--- src/rtl/lsu_pkg.sv ---
package lsu_pkg;

  localparam logic [6:0] OPC_LOAD  = 7'h03;
  localparam logic [6:0] OPC_STORE = 7'h23;

  typedef enum logic [1:0] {
    SZ_BYTE = 2'd0,
    SZ_HALF = 2'd1,
    SZ_WORD = 2'd2,
    SZ_RSVD = 2'd3
  } acc_size_e;

  typedef struct packed {
    logic      sext;
    acc_size_e size;
    logic [1:0] lane;
  } ld_ctx_t;

endpackage

--- src/rtl/lsu_addr_gen.sv ---
module lsu_addr_gen
  import lsu_pkg::*;
#(
  parameter int ADDR_W = 32,
  parameter int LANE_W = 2
) (
  input  logic              req_valid,
  input  logic [31:0]       instr,
  input  logic [ADDR_W-1:0] base,
  output logic              is_load,
  output logic              is_store,
  output acc_size_e         size,
  output logic              sext,
  output logic              legal,
  output logic              misal,
  output logic [ADDR_W-1:0] ea
);

  localparam int IMM_W = 12;

  logic [6:0]       opc;
  logic [2:0]       f3;
  logic [IMM_W-1:0] imm;
  logic             unused_rs1_field;

  assign unused_rs1_field = ^instr[19:15];

  always_comb begin
    opc      = instr[6:0];
    f3       = instr[14:12];
    is_load  = req_valid && (opc == OPC_LOAD);
    is_store = req_valid && (opc == OPC_STORE);
    imm      = is_store ? {instr[31:25], instr[11:7]} : instr[31:20];
    ea       = base + {{(ADDR_W-IMM_W){imm[IMM_W-1]}}, imm};
    size     = acc_size_e'(f3[1:0]);
    sext     = !f3[2];
    if (is_load)       legal = (f3 != 3'd3) && (f3 != 3'd6) && (f3 != 3'd7);
    else if (is_store) legal = (f3 <= 3'd2);
    else               legal = 1'b0;
    misal = legal &&
            (((size == SZ_HALF) && ea[0]) ||
             ((size == SZ_WORD) && (ea[LANE_W-1:0] != '0)));
  end

endmodule

--- src/rtl/lsu_store_steer.sv ---
module lsu_store_steer
  import lsu_pkg::*;
#(
  parameter int DATA_W = 32
) (
  input  logic                      active,
  input  acc_size_e                 size,
  input  logic [$clog2(DATA_W/8)-1:0] lane,
  input  logic [DATA_W-1:0]         src,
  output logic [DATA_W/8-1:0]       be,
  output logic [DATA_W-1:0]         wdata
);

  localparam int NB     = DATA_W / 8;
  localparam int LANE_W = $clog2(NB);

  for (genvar g = 0; g < NB; g++) begin : g_lane
    localparam logic [LANE_W-1:0] LIDX = LANE_W'(g);
    logic hit;
    always_comb begin
      unique case (size)
        SZ_BYTE: hit = (lane == LIDX);
        SZ_HALF: hit = (lane[LANE_W-1:1] == LIDX[LANE_W-1:1]);
        SZ_WORD: hit = 1'b1;
        default: hit = 1'b0;
      endcase
      be[g] = active && hit;
      unique case (size)
        SZ_BYTE: wdata[8*g +: 8] = src[7:0];
        SZ_HALF: wdata[8*g +: 8] = src[8*(g%2) +: 8];
        default: wdata[8*g +: 8] = src[8*g +: 8];
      endcase
    end
  end

endmodule

--- src/rtl/lsu_load_extract.sv ---
module lsu_load_extract
  import lsu_pkg::*;
#(
  parameter int DATA_W = 32
) (
  input  logic              clk,
  input  logic              rst_n,
  input  logic              capture,
  input  ld_ctx_t           ctx_in,
  input  logic [DATA_W-1:0] rdata,
  output logic              rsp_valid,
  output logic [DATA_W-1:0] data
);

  logic              valid_q, valid_d;
  ld_ctx_t           ctx_q, ctx_d;
  logic [DATA_W-1:0] shifted;

  always_comb begin
    valid_d = capture;
    ctx_d   = ctx_in;
  end

  always_ff @(posedge clk or negedge rst_n) begin
    if (!rst_n) begin
      valid_q <= 1'b0;
      ctx_q   <= '0;
    end else begin
      valid_q <= valid_d;
      if (capture) ctx_q <= ctx_d;
    end
  end

  always_comb begin
    shifted = rdata >> {ctx_q.lane, 3'b000};
    unique case (ctx_q.size)
      SZ_BYTE: data = {{(DATA_W-8){ctx_q.sext & shifted[7]}}, shifted[7:0]};
      SZ_HALF: data = {{(DATA_W-16){ctx_q.sext & shifted[15]}}, shifted[15:0]};
      default: data = shifted;
    endcase
  end

  assign rsp_valid = valid_q;


  byte_zext_chk: assert property (@(posedge clk) disable iff (!rst_n)
    (rsp_valid && !ctx_q.sext && ctx_q.size == SZ_BYTE) |-> (data[DATA_W-1:8] == '0));


  half_sext_chk: assert property (@(posedge clk) disable iff (!rst_n)
    (rsp_valid && ctx_q.sext && ctx_q.size == SZ_HALF) |->
      (data[DATA_W-1:16] == {(DATA_W-16){data[15]}}));

endmodule

--- src/rtl/lsu_lane_unit.sv ---
module lsu_lane_unit
  import lsu_pkg::*;
#(
  parameter int ADDR_W = 32,
  parameter int DATA_W = 32
) (
  input  logic                clk,
  input  logic                rst_n,
  input  logic                req_valid,
  input  logic [31:0]         instr,
  input  logic [ADDR_W-1:0]   rs1_val,
  input  logic [DATA_W-1:0]   rs2_val,
  output logic                mem_req,
  output logic                mem_we,
  output logic [ADDR_W-1:0]   mem_addr,
  output logic [DATA_W/8-1:0] mem_be,
  output logic [DATA_W-1:0]   mem_wdata,
  input  logic [DATA_W-1:0]   mem_rdata,
  output logic                rsp_valid,
  output logic [DATA_W-1:0]   load_data,
  output logic                misaligned,
  output logic                illegal
);

  localparam int NB     = DATA_W / 8;
  localparam int LANE_W = $clog2(NB);

  logic              is_load, is_store, legal, misal, sext, issue;
  acc_size_e         size;
  logic [ADDR_W-1:0] ea;
  ld_ctx_t           ctx;

  lsu_addr_gen #(.ADDR_W(ADDR_W), .LANE_W(LANE_W)) u_addr (
    .req_valid (req_valid),
    .instr     (instr),
    .base      (rs1_val),
    .is_load   (is_load),
    .is_store  (is_store),
    .size      (size),
    .sext      (sext),
    .legal     (legal),
    .misal     (misal),
    .ea        (ea)
  );

  always_comb begin
    issue      = legal && !misal;
    mem_req    = issue;
    mem_we     = issue && is_store;
    misaligned = misal;
    illegal    = (is_load || is_store) && !legal;
    mem_addr   = {ea[ADDR_W-1:LANE_W], {LANE_W{1'b0}}};
    ctx.sext   = sext;
    ctx.size   = size;
    ctx.lane   = ea[1:0];
  end

  lsu_store_steer #(.DATA_W(DATA_W)) u_steer (
    .active (issue),
    .size   (size),
    .lane   (ea[LANE_W-1:0]),
    .src    (rs2_val),
    .be     (mem_be),
    .wdata  (mem_wdata)
  );

  lsu_load_extract #(.DATA_W(DATA_W)) u_extract (
    .clk       (clk),
    .rst_n     (rst_n),
    .capture   (issue && is_load),
    .ctx_in    (ctx),
    .rdata     (mem_rdata),
    .rsp_valid (rsp_valid),
    .data      (load_data)
  );


  misal_noreq_chk: assert property (@(posedge clk) disable iff (!rst_n)
    misaligned |-> !mem_req);


  flag_excl_chk: assert property (@(posedge clk) disable iff (!rst_n)
    $onehot0({mem_req, misaligned, illegal}));


  be_count_chk: assert property (@(posedge clk) disable iff (!rst_n)
    mem_req |-> ($countones(mem_be) == 1 || $countones(mem_be) == 2 ||
                 $countones(mem_be) == 4));


  rsp_follow_chk: assert property (@(posedge clk) disable iff (!rst_n)
    (mem_req && !mem_we) |=> rsp_valid);


  rsp_origin_chk: assert property (@(posedge clk) disable iff (!rst_n)
    rsp_valid |-> $past(mem_req && !mem_we));

endmodule

--- config.mk ---
export PLATFORM = sky130hd
export DESIGN_NAME = lsu_lane_unit
export DESIGN_NICKNAME = d
export VERILOG_FILES = /design/src/rtl/lsu_pkg.sv /design/src/rtl/lsu_addr_gen.sv /design/src/rtl/lsu_store_steer.sv /design/src/rtl/lsu_load_extract.sv /design/src/rtl/lsu_lane_unit.sv
export SDC_FILE = /design/constraint.sdc
export NUM_CORES = 1
export LEC_CHECK = 0
export BUFFER_PORTS_ARGS = -buffer_cell sky130_fd_sc_hd__buf_2
export CORE_ASPECT_RATIO = 0.7
export CORE_MARGIN = 5
export CORE_UTILIZATION = 30
export CTS_BUF_LIST = sky130_fd_sc_hd__clkbuf_8
export CTS_CLUSTER_SIZE = 24
export DETAILED_ROUTE_END_ITERATION = 8
export SLEW_MARGIN = 20
export SYNTH_ARGS = -nofsm -noshare
export SYNTH_HDL_FRONTEND = slang
export SYNTH_SLANG_ARGS = --single-unit
--- constraint.sdc ---
create_clock -name clk -period 3.81 [get_ports clk]
set_input_delay 0 -clock clk [delete_from_list [all_inputs] [get_ports clk]]
set_output_delay 0 -clock clk [all_outputs]
set_load 0.005 [all_outputs]
* After elaboration in Yosys (flattened, before gate mapping) *
Index checks and enable logic that the tools add are counted.

word-level totals
  register bits = 6

operators by class
  eq/ne operators = 11
  shifts and indexed selects = 1
  add/sub/neg operators = 1
  bitwise logic cells = 3
  reduce and logical (&&, ||, !) cells = 25
  multiplexer cells = 11
  order comparisons = 1

operators by type and width
  kind                                                                      count
  32-bit case mux with 2 select lines                                       1
  32-bit adder                                                              1
  32-bit by 5-bit right shift with 32-bit output                            1
  8-bit 2-to-1 mux                                                          2
  8-bit case mux with 2 select lines                                        1
  1-bit logical AND                                                         15
  1-bit case mux with 3 select lines                                        4
  7-bit by 2-bit == test with 1-bit output (second input constant)          1
  7-bit by 6-bit == test with 1-bit output (second input constant)          1
  2-bit by 1-bit == test with 1-bit output (second input constant)          3
  2-bit == test (second input constant)                                     3
  2-bit zero test                                                           3
  3-bit inequality test (second input constant)                             2
  5-bit 2-to-1 mux                                                          1
  3-bit by 2-bit <= comparator with 1-bit output (second input constant)    1
  1-bit zero test                                                           3
  3-bit by 2-bit inequality test with 1-bit output (second input constant)  1
  1-bit bitwise AND                                                         2
  1-bit logical OR                                                          2
  1-bit 2-to-1 mux                                                          2
  2-bit nonzero test                                                        1
  2-bit OR reduction                                                        1
  1-bit inverter                                                            1

* Longest topological paths before layout *
  depth after elaboration = 11
  gate-level depth with buffers = 14
  depth with buffers taken out = 13

* Cells and area by module *
A second synthesis with hierarchy kept.

second synthesis, totals
  cell total of the unflattened synthesis = 482
  area total of the unflattened synthesis = 3485.8 um2

by module, submodules not included
  module            cells each  times used  area each (um2)
  lsu_addr_gen      292         1           1953.1
  lsu_load_extract  117         1           991.0
  lsu_store_steer   66          1           484.2
  lsu_lane_unit     7           1           57.6

* Worst setup path after synthesis *
Ideal clock, no wire load.

  path kind = input -> output
  start = input port instr[3]
  end = output port mem_addr[10]
  stages = 14
  path slack = 0.815 ns
  data arrival time = 2.995 ns
  required time = 3.810 ns
  cell sequence = nor2_1 > nand3_1 > nor4b_1 > nand2_1 > mux2_2 > ha_1 > fa_1 > a21oi_1 > nor3_1 > or2_2 > a21o_1 > a21oi_1 > xnor2_1 > buf_4

between the ends
  word-level cells in the longest chain between the ends = 4

RTL lines
  what                                      RTL line             RTL
  start: declaration                        lsu_lane_unit.sv:10  input logic [31:0] instr,
  7-bit by 6-bit == test with 1-bit output  lsu_addr_gen.sv:32   is_store = req_valid && (opc == OPC_STORE);
  1-bit logical AND                         lsu_addr_gen.sv:32
  5-bit 2-to-1 mux                          lsu_addr_gen.sv:33   imm = is_store ? {instr[31:25], instr[11:7]} : instr[31:20];
  32-bit adder                              lsu_addr_gen.sv:34   ea = base + {{(ADDR_W-IMM_W){imm[IMM_W-1]}}, imm};
  end: declaration                          lsu_lane_unit.sv:15  output logic [ADDR_W-1:0] mem_addr,

Every way passes these cells.

* Worst setup path in the final report *
  start = input port instr[3]
  end = output port mem_addr[23]

Same word-level chain as after synthesis.

==> results by group <==
Global routing
  – Largest net degree at the start of global routing: 34
  – First-pass GRT wire length: 21.9 mm
  – Initial antenna violation count: 0
  – GRT Total Usage: 0.184
  – Global route overflow: 0
  – Vias in the first global route: 4232

Yosys
  – Register area share after synthesis: 0.0422
  – Synthesis Warnings: 0
  – Post-synth EDFFs: 0
  – Post-synth top cells: 58 x a21oi_1, 56 x nand2_1, 50 x nor2_1, 44 x o21ai_0, 40 x buf_4
  – Post-synth top area share: 0.109
  – #FFs+latches synth: 6
  – Synth cell types: 54
  – Synth Instances: 527
  – Yosys top cell by area: ha_1
  – Synth async-reset ratio: 1.00
  – Most common cell in the netlist: a21oi_1
  – Area contributors post-synth: ha_1 11%, buf_4 8.4%, mux2i_1 8.4%
  – Syn_area_per_cell: 6.76 sq um
  – Top FF cell, synth: dfrtp_1
  – Post-synthesis cell area: 3560 sq um

Floorplanning
  – Die area: 14200 sq um
  – Die width: 140 um
  – Die height: 101 um
  – # rows: 33
  – IO Count: 236
  – Initial core utilization: 0.306
  – Core area: 11600 sq um

Cells and area
  – Layout fillers: 1279
  – # nets final: 860
  – Layout cells sized above 1: 0.376
  – N_diodes: 0
  – Register area: 150 sq um
  – Final Cell Area: 4550 sq um
  – Layout area overhead: 27.8%
  – Multi-input logic area: 2930 sq um

Route
  – Drt via density: 5.25
  – Via count: 4474
  – DRT Pass-1 Iters: 5
  – Routed wire length per instance: 16.6 um
  – Total Wirelength: 14.1 mm
  – Initial DRC count: 224
  – # DRC: 0
  – DRT antenna net count: 0

CTS
  – CTS Buf Count: 3
  – Clk Latency, worst-skew pair: 230 ps
  – TritonCTS clock tree: done
  – Root Driver: clkbuf_8
  – # hold bufs at CTS: 1
  – CTS Buffer Depth: 2
  – Setup bufs post-CTS: 0
  – H-tree depth: 1
  – Worst-path clk slew: 30 ps
  – CTS resizes: 0
  – Sink Count: 6

Place
  – IO Port Bufs: 228
  – Hpwl dp: 12.1 mm
  – Placed cell area: 4500 sq um
  – Routability Congestion: 0.986

STA
  – Slew headroom: 0.292
  – Clock skew: 0 ps
  – Setup TNS: 0 ps
  – Slew Limit Fails: 0
  – Period utilization: 0.871
  – Hold Vio Cnt, Final: 0
  – Setup violations, final: 0
  – Final min period: 3320 ps
  – Slew @ Worst Pin: 1060 ps
  – RSZ-0062 raised after global routing: no
  – Max Clk Rate: 301 MHz

Worst setup path
  – R2R setup slack: 2400 ps
  – Required time of the critical path: 3810 ps
  – Critical path class: input port to primary output
  – Worst setup path startpoint: instr[3]
  – Critical Path Source Type: input port
  – R2R depth: 1
  – Slowest cell delay on critical path: 560 ps
  – CP max-delay cell: a21oi_1
  – Worst R2R End: u_extract.ctx_q[1]
  – CP Capture Type: primary output
  – Critical path arrival: 3320 ps
  – Crit path to: mem_addr[23]
  – CP max FO: 6
  – Reg2Reg Launch Point: u_extract.ctx_q[1]
  – Critical Path, Cell by Cell: buf_2 > nor2_1 > nand3_1 > nor4b_1 > buf_4 > nand2_1 > mux2_2 > ha_1 > nand2_1 > nor3_1 > o21ai_0 > a21oi_1 > a21boi_0 > xnor2_1 > buf_2

Pwr
  – Worst vdd ir: 0.0749 mV
  – Pwr/cell area: 188 nW/um^2
  – Pleak: 0.00235 uW

Min path
  – Min-Delay Path Class: input port to register

Status
  – Status: finished, final reports clean

Job
  – Max Cap Viol: 0
[final cells by class]
| type | count | share of cell area |
|---|---|---|
| clock buffers | 3 | 0.00907 |
| inverters | 18 | 0.0148 |
| flip-flops and latches | 6 | 0.0330 |
| multi-input cells | 437 | 0.644 |
| repair buffers | 231 | 0.256 |
| well taps | 157 | 0.0432 |
[worst min path at each step]
stage	from	endpoint	slack, ps	cells after the start
after floorplan	rst_n	u_extract.ctx_q[0]	-300	0
after global placement	rst_n	u_extract.rsp_valid	-170	1
after detailed placement	rst_n	u_extract.rsp_valid	-160	1
after CTS	instr[14]	u_extract.ctx_q[4]	20	2
after global routing	instr[14]	u_extract.ctx_q[4]	70	2
final	instr[14]	u_extract.ctx_q[4]	20	2
[power by group]
group          switching, uW  internal, uW
Combinational            375           310
Sequential              7.39          66.6
Clock                   30.0          68.1
Total                    412           444
[worst max-delay path, delay by kind of cell]
family / cells / cell delay (ps)
multiplexers: 1 / 350
AND/OR/NAND/NOR: 6 / 990
adder cells (fa/ha/maj): 1 / 350
AO/OA/AOI/OAI: 3 / 1000
buffers and inverters: 3 / 430
XOR/XNOR: 1 / 200
[cells by family (layout without fill, tap and decap cells)]
group | after synthesis | in the layout | synth area share
flops | 6 | 6 | 0.0422
xor+xnor | 26 | 26 | 0.0639
mux | 54 | 54 | 0.160
fa+ha+maj | 32 | 32 | 0.115
compound gates | 158 | 158 | 0.271
simple gates | 165 | 165 | 0.210
other cells | 1 | 2 | 0.00105
buf+inv | 85 | 252 | 0.136
[state kept, by name, indices dropped and copies added (netlist names)]
name,flops
u_extract.ctx_q,5
u_extract.rsp_valid,1
[placed cells by master (no fill, tap or decap), types with 3 or more instances in the layout]
cell      count
mux2_2       24
ha_1         31
mux2i_1      30
nor3_1       12
a21boi_0      5
nand2b_1      5
buf_2       228
xnor2_1      18
nor2_1       50
a21o_1        6
xor2_1        8
nor2b_1       9
a21oi_1      58
clkbuf_8      3
o21bai_1      5
dfrtp_1       6
a211oi_1     14
o21ai_0      44
nor4_1        6
nand2_1      56
nand3_1      13
nand4_1       5
inv_1        18
o211ai_1      5
[stage by stage]
step                       util  instances  setup slack [ps]  power, uW  hold slack (ps)
final                     0.391        852               491        857             22.5
after CTS                 0.391        852               473        861             24.1
after global placement    0.386        848               521        747             -169
after detailed placement  0.386        848               521        756             -164
after floorplan               -        528               815        572             -296
after global routing      0.391        852              69.6        937             65.5
[per-layer routing]
| layer | track usage | vias up | part of all wire |
|---|---|---|---|
| met1 | 0.261 | 2076 | 0.46 |
| met4 | 0.0372 | 0 | 0.015 |
| met3 | 0.0274 | 19 | 0.073 |
| li1 | - | 2196 | - |
| met5 | 0 | - | 0 |
| met2 | 0.300 | 183 | 0.45 |
Note: power is estimated with default switching activity, not from simulation.
